===== src/rtl/pc_sequencer.sv =====
module pc_sequencer #(
  parameter int AW = 16
) (
  input  logic [AW-1:0] pc,
  input  logic [3:0]    opcode,
  input  logic [2:0]    cond,
  input  logic          flag_z,
  input  logic          flag_c,
  input  logic          flag_n,
  input  logic          flag_v,
  input  logic [15:0]   tgt_addr,
  output logic [15:0]   op_hot,
  output logic [AW-1:0] pc_inc2,
  output logic [AW-1:0] pc_inc4,
  output logic [AW-1:0] ret_addr,
  output logic [AW-1:0] next_pc,
  output logic          halted
);

  localparam int NSTEP = 2;

  // decode
  for (genvar i = 0; i < 16; i++) begin : g_dec
    assign op_hot[i] = (opcode == 4'(i));
  end

  // ripple incrementers: step s adds 2^(s+1)
  logic [NSTEP-1:0][AW-1:0] sum;
  logic [NSTEP-1:0][AW-1:0] cy;

  for (genvar s = 0; s < NSTEP; s++) begin : g_step
    for (genvar b = 0; b < AW; b++) begin : g_bit
      logic cin;
      if (b == s + 1) begin : g_seed
        assign cin = 1'b1;
      end else if (b == 0) begin : g_low
        assign cin = 1'b0;
      end else begin : g_chain
        assign cin = cy[s][b-1];
      end
      assign sum[s][b] = pc[b] ^ cin;
      assign cy[s][b]  = pc[b] & cin;
    end
  end

  assign pc_inc2  = sum[0];
  assign pc_inc4  = sum[1];
  assign ret_addr = pc_inc4;

  // condition evaluation
  logic flag_sel, taken;
  always_comb begin
    case (cond[2:1])
      2'd0:    flag_sel = flag_z;
      2'd1:    flag_sel = flag_c;
      2'd2:    flag_sel = flag_n;
      default: flag_sel = flag_v;
    endcase
  end
  assign taken = flag_sel ^ cond[0];

  // priority selection
  logic [AW-1:0] tgt, br_val, lvl_seq, lvl_br;
  logic use_long, use_br, use_direct;

  assign tgt        = tgt_addr[AW-1:0];
  assign use_long   = op_hot[4'hA] | op_hot[4'hB];
  assign use_br     = op_hot[4'hD];
  assign use_direct = op_hot[4'hC] | op_hot[4'hE];

  assign br_val  = taken ? tgt : pc_inc4;
  assign lvl_seq = use_long ? pc_inc4 : pc_inc2;
  assign lvl_br  = use_br ? br_val : lvl_seq;
  assign next_pc = use_direct ? tgt : lvl_br;
  assign halted  = op_hot[4'hF];

  always_comb begin
    AST_ONE_LINE: assert ($countones(op_hot) == 1);
    AST_INC2_LOW: assert (pc_inc2[0] == pc[0]);
    AST_INC4_LOW: assert (pc_inc4[1:0] == pc[1:0]);
    AST_INC_GAP: assert (pc_inc4 == AW'(pc_inc2 + AW'(2)));
    if (opcode == 4'hA || opcode == 4'hB)
      AST_LONG_SEQ: assert (next_pc == ret_addr);
    if (opcode == 4'hC || opcode == 4'hE)
      AST_DIRECT: assert (next_pc == tgt_addr[AW-1:0]);
    if (opcode == 4'hD)
      AST_BRANCH_PAIR: assert (next_pc == tgt_addr[AW-1:0] || next_pc == pc_inc4);
    if (opcode <= 4'h9)
      AST_SHORT_SEQ: assert (next_pc == pc_inc2);
    if (halted)
      AST_HALT_LINE: assert (opcode == 4'hF);
  end

endmodule


===== config.mk =====
export PLATFORM = sky130hd
export DESIGN_NAME = pc_sequencer
export DESIGN_NICKNAME = d
export VERILOG_FILES = /design/src/rtl/pc_sequencer.sv
export SDC_FILE = /design/constraint.sdc
export NUM_CORES = 1
export LEC_CHECK = 0
export BUFFER_PORTS_ARGS = -buffer_cell sky130_fd_sc_hd__buf_2
export CAP_MARGIN = 10
export CELL_PAD_IN_SITES_DETAIL_PLACEMENT = 0
export CELL_PAD_IN_SITES_GLOBAL_PLACEMENT = 1
export CORE_ASPECT_RATIO = 1.25
export CORE_MARGIN = 2
export CORE_UTILIZATION = 27
export DETAILED_ROUTE_END_ITERATION = 8
export PLACE_DENSITY_LB_ADDON = 0.1
export SLEW_MARGIN = 30
export SYNTH_ARGS = -nofsm -noshare
export SYNTH_HDL_FRONTEND = slang
export SYNTH_SLANG_ARGS = --single-unit
export TNS_END_PERCENT = 5

===== constraint.sdc =====
create_clock -name vclk -period 5.4
set_input_delay 0.27 -clock vclk [all_inputs]
set_output_delay 0.27 -clock vclk [all_outputs]
set_load 0.05 [all_outputs]

Yosys cells after proc, flatten, opt, wreduce, memory -nomap -nowiden
Index checks and enable logic that the tools add are counted.

Equal/unequal tests: 17. Reductions and logical operators: 2. Bitwise gates (word level): 57. Multiplexer cells: 5.

Operators by type and width (number): 16-bit two-way mux (4); 4-bit == test (second input constant) (8); 1-bit XOR (28); 1-bit bitwise AND (25); 4-bit by 3-bit == test with 1-bit output (second input constant) (4); 4-bit by 2-bit == test with 1-bit output (second input constant) (2); 4-bit by 1-bit == test with 1-bit output (second input constant) (1); 4-bit zero test (1); 1-bit case mux with 3 select lines (1); 2-bit by 1-bit == test with 1-bit output (second input constant) (1); 2-bit == test (second input constant) (1); 2-bit zero test (1); 1-bit inverter (2); 1-bit OR (2).

Flip-flop bits (word level): 0. Logic and storage cells: 81. Input bits: 43.

Logic depth before layout (Yosys ltp)
Gate-level depths: netlist of the first run.

Depth in word-level cells: 17. Mapped depth: 16. Gate-level depth less buffers: 16.

Least setup slack after synthesis of the first run
No wires, ideal clock.

Kind: input-to-output. From: input port pc[2]. To: output port next_pc[15]. Stages: 15. Path slack: 1251 ps. Path buffers: 0. Data arrival time: 3879 ps. Cell sequence: ha_1 > ha_1 > ha_1 > ha_1 > ha_1 > ha_1 > ha_1 > ha_1 > ha_1 > ha_1 > ha_1 > ha_1 > xor2_1 > and3_2 > a221o_1.

Elaborated cells on any way between the ends: 31.

RTL lines: from (decl) (line 4) `input logic [AW-1:0] pc,`; 1-bit bitwise AND * (12 in a row) (line 42) `assign cy[s][b] = pc[b] & cin;`; 1-bit XOR * (line 41) `assign sum[s][b] = pc[b] ^ cin;`; via pc_inc4[15] (line 14) `output logic [AW-1:0] pc_inc4,`; 16-bit two-way mux (on tied branches) (line 72, 71); 16-bit two-way mux * (line 73) `assign lvl_br = use_br ? br_val : lvl_seq;`; 16-bit two-way mux * (line 74) `assign next_pc = use_direct ? tgt : lvl_br;`; to (decl) (line 16) `output logic [AW-1:0] next_pc,`.

The timed path passes the listed nets; every way through them passes the cells marked *.

Worst setup path after layout of the first run
From: input port pc[1]. To: output port next_pc[14].

Longest elaborated chain between the ends: 16.

RTL lines: 1-bit bitwise AND (12 in a row) (line 42); 1-bit XOR (line 41); 16-bit two-way mux (line 72) `assign lvl_seq = use_long ? pc_inc4 : pc_inc2;`; 16-bit two-way mux (line 73); 16-bit two-way mux (line 74).

No other way between the ends.

==> run_results.csv, run 1 <==
group,metric,value,unit
worst_hold_path,hp-class,"input pin to output port",
global_route,grt_remaining_overflow,0,
yosys,synth_most_common_cell,"ha_1",
routing,wl_met2,2.43,mm
power_and_ir_drop,finalPower,0.300,mW
routing,wl_met3,244,um
critical_path,crit_type,"input pin to output port",
cells_and_area,n_clock_buffer,0,
critical_path,worst_path_most_repeated_cell,"ha_1",
power_and_ir_drop,peakVddDrop,0.0717,mV
global_route,grt_max_degree,24,
yosys,synth_cells,159,
cells_and_area,regArea,0,um2
sta,grt_setup_unrepaired,"no",
yosys,netlist_area,1290,um2
critical_path,worstPathArrival,3730,ps
cells_and_area,seq_cells,0,
routing,wirelength,4.42,mm
cells_and_area,final_core_util,38.2,%
critical_path,cp_cell_sequence,"buf_2 -> ha_1 -> ha_1 -> ha_1 -> ha_1 -> ha_1 -> ha_1 -> ha_1 -> ha_1 -> ha_1 -> ha_1 -> ha_1 -> ha_1 -> ha_1 -> a22o_1 -> a222oi_1 -> o21ai_1 -> buf_2",
routing,drt_iter0_markers,87,
worst_hold_path,whs_path_depth,2,
sta,setup_tns,0,ps
global_route,grt_pass1_wl,6.66,mm
critical_path,crit_required,5130,ps
routing,vias,1595,
power_and_ir_drop,p_sw,0.220,mW
sta,fmax,250,MHz
power_and_ir_drop,pwr-share-clk,0,%
power_and_ir_drop,p_leak,1.04,nW
cells_and_area,antenna_cells,0,
critical_path,critPathSlowestCell,"a222oi_1",
power_and_ir_drop,seqPwrFrac,0,%
routing,wl_per_cell,14.3,um
sta,slew_headroom,49.2,%
yosys,ys_seq_area_share,0,%
global_route,antenna_found_initial,0,
yosys,yosysWarnings,0,
sta,worst_pin_slew,762,ps
die,chipHeight,81.3,um
clock_tree,cts_resized,0,
yosys,synthesis.nets,227,
cells_and_area,drive_gt1_share,53.2,%
sta,post-route-period-util,74.1,%
sta,setup_viol,0,
routing,viasPerCell,5.15,
yosys,avgSynthCellArea,8.11,um2
placement,dpl.hpwl,3.41,mm
critical_path,endpoint_kind,"output port",
routing,drt_first_pass_iters,6,
critical_path,critical_path.max_stage_delay,310,ps
yosys,yosysTopAreaCellShare,24.2,%
die,pin_count,124,
critical_path,crit_family,"adder cells",
cells_and_area,area_delta_synth_final,37.8,%
critical_path,crit_cells,18,
clock_tree,cts_setup_buffers,0,
routing,wl_met1,1.75,mm
global_route,grt_usage,15.1,%
cells_and_area,nNetsFinal,320,
yosys,synth_cell_type_count,34,
status,status,"complete, no violations",
routing,drc,0,
placement,portBuffers,124,
power_and_ir_drop,power_density,169,nW/um2
critical_path,path_buf_inv,2,
power_and_ir_drop,intPower,0.0806,mW
die,dieArea,5350,um2
die,die_w,65.8,um
clock_tree,holdBufCountCts,0,
die,initial_core_util,27.7,%
sta,hold_viol_final,0,
sta,drv_slew,0,
die,rows,28,
power_and_ir_drop,combPwrFrac,100.0,%
placement,gp_congestion,0.693,
routing,routed.top_layer,"met3",
yosys,yosysTopAreaCell,"ha_1",
power_and_ir_drop,swShare,73.2,%
routing,antenna_left,0,
cells_and_area,nFillCells,515,
yosys,yosys-top-cells-count,"25 x ha_1, 21 x buf_4, 14 x mux2i_1",
critical_path,path_max_fanout,7,
critical_path,startpoint_type,"input pin",
global_route,grt_pass1_vias,1478,
yosys,ys_top_cells_by_area,"ha_1 24%, buf_4 12%, mux2i_1 11%",
die,core_area,4660,um2
critical_path,startpoint,"pc[1]",
sta,period_minus_slack,4000,ps
flow_run,drv_cap,0,
worst_hold_path,worstHoldStart,"pc[0]",
layer usage:
layer	vias to the layer above	track usage, %
met2	68	32.9
met3	0	0.277
met5	-	0
met1	737	16.6
li1	790	-
met4	0	0
area by class of cell:
class                      instances  area, um2  area share [%]
multi-input combinational        123       1070            60.2
inverter                           3       11.3           0.633
timing repair buffer             124        621            34.9
tap                               60       75.1            4.22
worst paths after layout:
path | to
worst max-delay path | next_pc[14]
worst min-delay path | pc_inc2[0]
cells by family (layout without fill, tap and decap cells):
kind of cell    after synthesis  after routing  synth area share (%)
mux                          16             16                  13.5
simple gates                 33             33                  12.8
fa+ha+maj                    25             25                  24.2
compound gates               45             45                  27.6
buf+inv                      36            127                  17.7
xor+xnor                      4              4                  4.17
power by group through the flow:
stage	clock network, mW	registers, mW	logic, mW
after floorplan	0	0	0.250
after global placement	0	0	0.304
after detailed placement	0	0	0.302
after CTS	0	0	0.303
after global routing	0	0	0.318
final	0	0	0.300
placed cells by master (no fill, tap or decap), drive strengths merged, types with 3 or more instances in the layout:
cell / instances
a222oi: 12
a22o: 12
buf: 124
ha: 25
inv: 3
mux2i: 14
nand2b: 4
nor2: 11
nor3: 8
o21ai: 15
through the flow:
step	hold WS (ps)	instances	cell area, um2	setup slack [ps]
after global routing	860	310	1780	1180
final	853	310	1780	1400
after global placement	854	310	1770	1400
after detailed placement	856	310	1780	1380
after floorplan	707	159	1290	1250
after CTS	855	310	1780	1360
Note: power is estimated with default switching activity, not from simulation.
==> run 2: changes to the inputs <==
--- a/config.mk
+++ b/config.mk
@@ -11,7 +11,7 @@
 export CELL_PAD_IN_SITES_GLOBAL_PLACEMENT = 1
 export CORE_ASPECT_RATIO = 1.25
 export CORE_MARGIN = 2
-export CORE_UTILIZATION = 27
+export CORE_UTILIZATION = 25
 export DETAILED_ROUTE_END_ITERATION = 8
 export PLACE_DENSITY_LB_ADDON = 0.1
 export SLEW_MARGIN = 30
==> constraint.sdc (replaced) <==
create_clock -name vclk -period 3.9
set_input_delay 0.195 -clock vclk [all_inputs]
set_output_delay 0.195 -clock vclk [all_outputs]
set_load 0.05 [all_outputs]
==> run 2 against run 1 <==
Worst setup slack got worse by 1200 ps. Worst hold slack got worse by 150 ps. Critical path depth unchanged. Count of clock-buffer cells in the layout unchanged. Via count increased by 1.8%. Final cell count increased by 1.6%. Non-clock buffer count increased by 3. Highest routed layer unchanged. Sequential share of layout area unchanged.
==> run_results.csv, run 2 (synthesized netlist as in run 1, its figures left out) <==
group,metric,value,unit
critical_path,path_max_fanout,4,
critical_path,startpoint_type,"input pin",
critical_path,endpoint_kind,"output port",
cells_and_area,stdcell_area,1840,um2
power_and_ir_drop,p_leak,1.04,nW
routing,drt_first_pass_iters,5,
placement,gp_congestion,0.723,
power_and_ir_drop,power_density,230,nW/um2
sta,period_minus_slack,3650,ps
sta,fmax,274,MHz
cells_and_area,area_delta_synth_final,42.9,%
die,pin_count,124,
worst_hold_path,whs_path_depth,2,
critical_path,crit_type,"input pin to output port",
die,chipHeight,84.3,um
die,core_area,5040,um2
critical_path,crit_required,3700,ps
flow_run,drv_cap,0,
sta,slew_headroom,37.7,%
sta,timing.final.ws_setup,245,ps
cells_and_area,nFillCells,570,
cells_and_area,layout_commonest_cell,"buf_2",
cells_and_area,drive_gt1_share,55.3,%
sta,post-route-period-util,93.7,%
global_route,grt_pass1_vias,1452,
global_route,grt_remaining_overflow,0,
cells_and_area,final_cell_mix,"123 x buf_2, 19 x ha_1, 14 x mux2i_1",
sta,hold_viol_final,0,
sta,grt_setup_unrepaired,"no",
cells_and_area,regArea,0,um2
global_route,grt_max_degree,24,
routing,antenna_left,0,
routing,viasPerCell,5.16,
routing,vias,1624,
sta,setup_viol,0,
sta,worst_pin_slew,932,ps
die,rows,29,
cells_and_area,nNetsFinal,323,
clock_tree,cts_setup_buffers,0,
status,status,"complete, no violations",
cells_and_area,seq_cells,0,
cells_and_area,antenna_cells,0,
placement,portBuffers,124,
global_route,antenna_found_initial,0,
routing,drc,0,
worst_hold_path,hp-class,"input pin to output port",
placement,placed_area,1800,um2
placement,dpl.hpwl,3.64,mm
routing,wirelength,4.77,mm
global_route,grt_usage,15.1,%
global_route,grt_pass1_wl,7.09,mm
routing,wl_per_cell,15.2,um
routing,drt_iter0_markers,63,
die,initial_core_util,25.6,%
placement,pre_cts_ws,51.9,ps
sta,drv_slew,0,
cells_and_area,n_clock_buffer,0,
critical_path,worstPathArrival,3460,ps
power_and_ir_drop,peakVddDrop,0.0889,mV
sta,setup_tns,0,ps
die,dieArea,5750,um2
power_and_ir_drop,finalPower,0.425,mW
die,die_w,68.3,um
-- run 2: cell count changes in the layout (fill, tap and decap cells not counted), moves of 2 or more --
cell / delta
ha_1: -6
ha_2: +4
buf_4: +3
ha_4: +2
-- run 2: worst paths after layout --
path | slack (ps) | startpoint | end
setup / recovery | 250 | pc[2] | next_pc[14]
hold / removal | 700 | pc[0] | pc_inc2[0]
-- run 2: report_power, final --
| group | leakage, nW | switching [mW] | internal [mW] |
|---|---|---|---|
| registers | 0 | 0 | 0 |
| clock network | 0 | 0 | 0 |
| logic | 1.04 | 0.308 | 0.116 |
| total | 1.04 | 0.308 | 0.116 |
-- run 2: cell type report --
type               count  area, um2  area share, %
multi-input cells    123       1100           59.9
repair buffers       127        649           35.2
well taps             62       77.6           4.21
inverters              3       11.3          0.611
-- run 2: routing by layer --
metal  track usage [%]  share of wire, %  vias to the layer above
li1                  -                 -                      795
met5                 0                 0                        -
met3              1.61               8.7                        0
met4             0.727                 0                        0
met1              18.8                39                      738
met2              28.4                52                       91
-- run 2: critical path, stage by stage --
cell	delay, ps
buf_2	120
ha_1	180
ha_1	180
ha_1	180
ha_2	170
ha_1	180
ha_1	180
ha_1	180
ha_2	170
ha_1	170
ha_1	180
ha_2	180
ha_2	190
ha_4	220
a22o_1	190
a222oi_1	290
o21ai_1	130
buf_6	170
-- run 2: what timing repair did --
item                                    4_1_cts  5_1_grt
hold endpoints to repair                      0        0
hold buffers                                  0        0
endpoints found under the setup margin        0        1
gates resized for setup                       0        9
-- run 2: stage by stage --
| stage | std cells | utilization (%) | hold WS [ps] |
|---|---|---|---|
| floorplan | 159 | - | 557 |
| global placement | 315 | 35.7 | 706 |
| detailed placement | 315 | 35.7 | 706 |
| CTS | 315 | 35.7 | 706 |
| global route | 315 | 36.5 | 730 |
| finish | 315 | 36.5 | 703 |
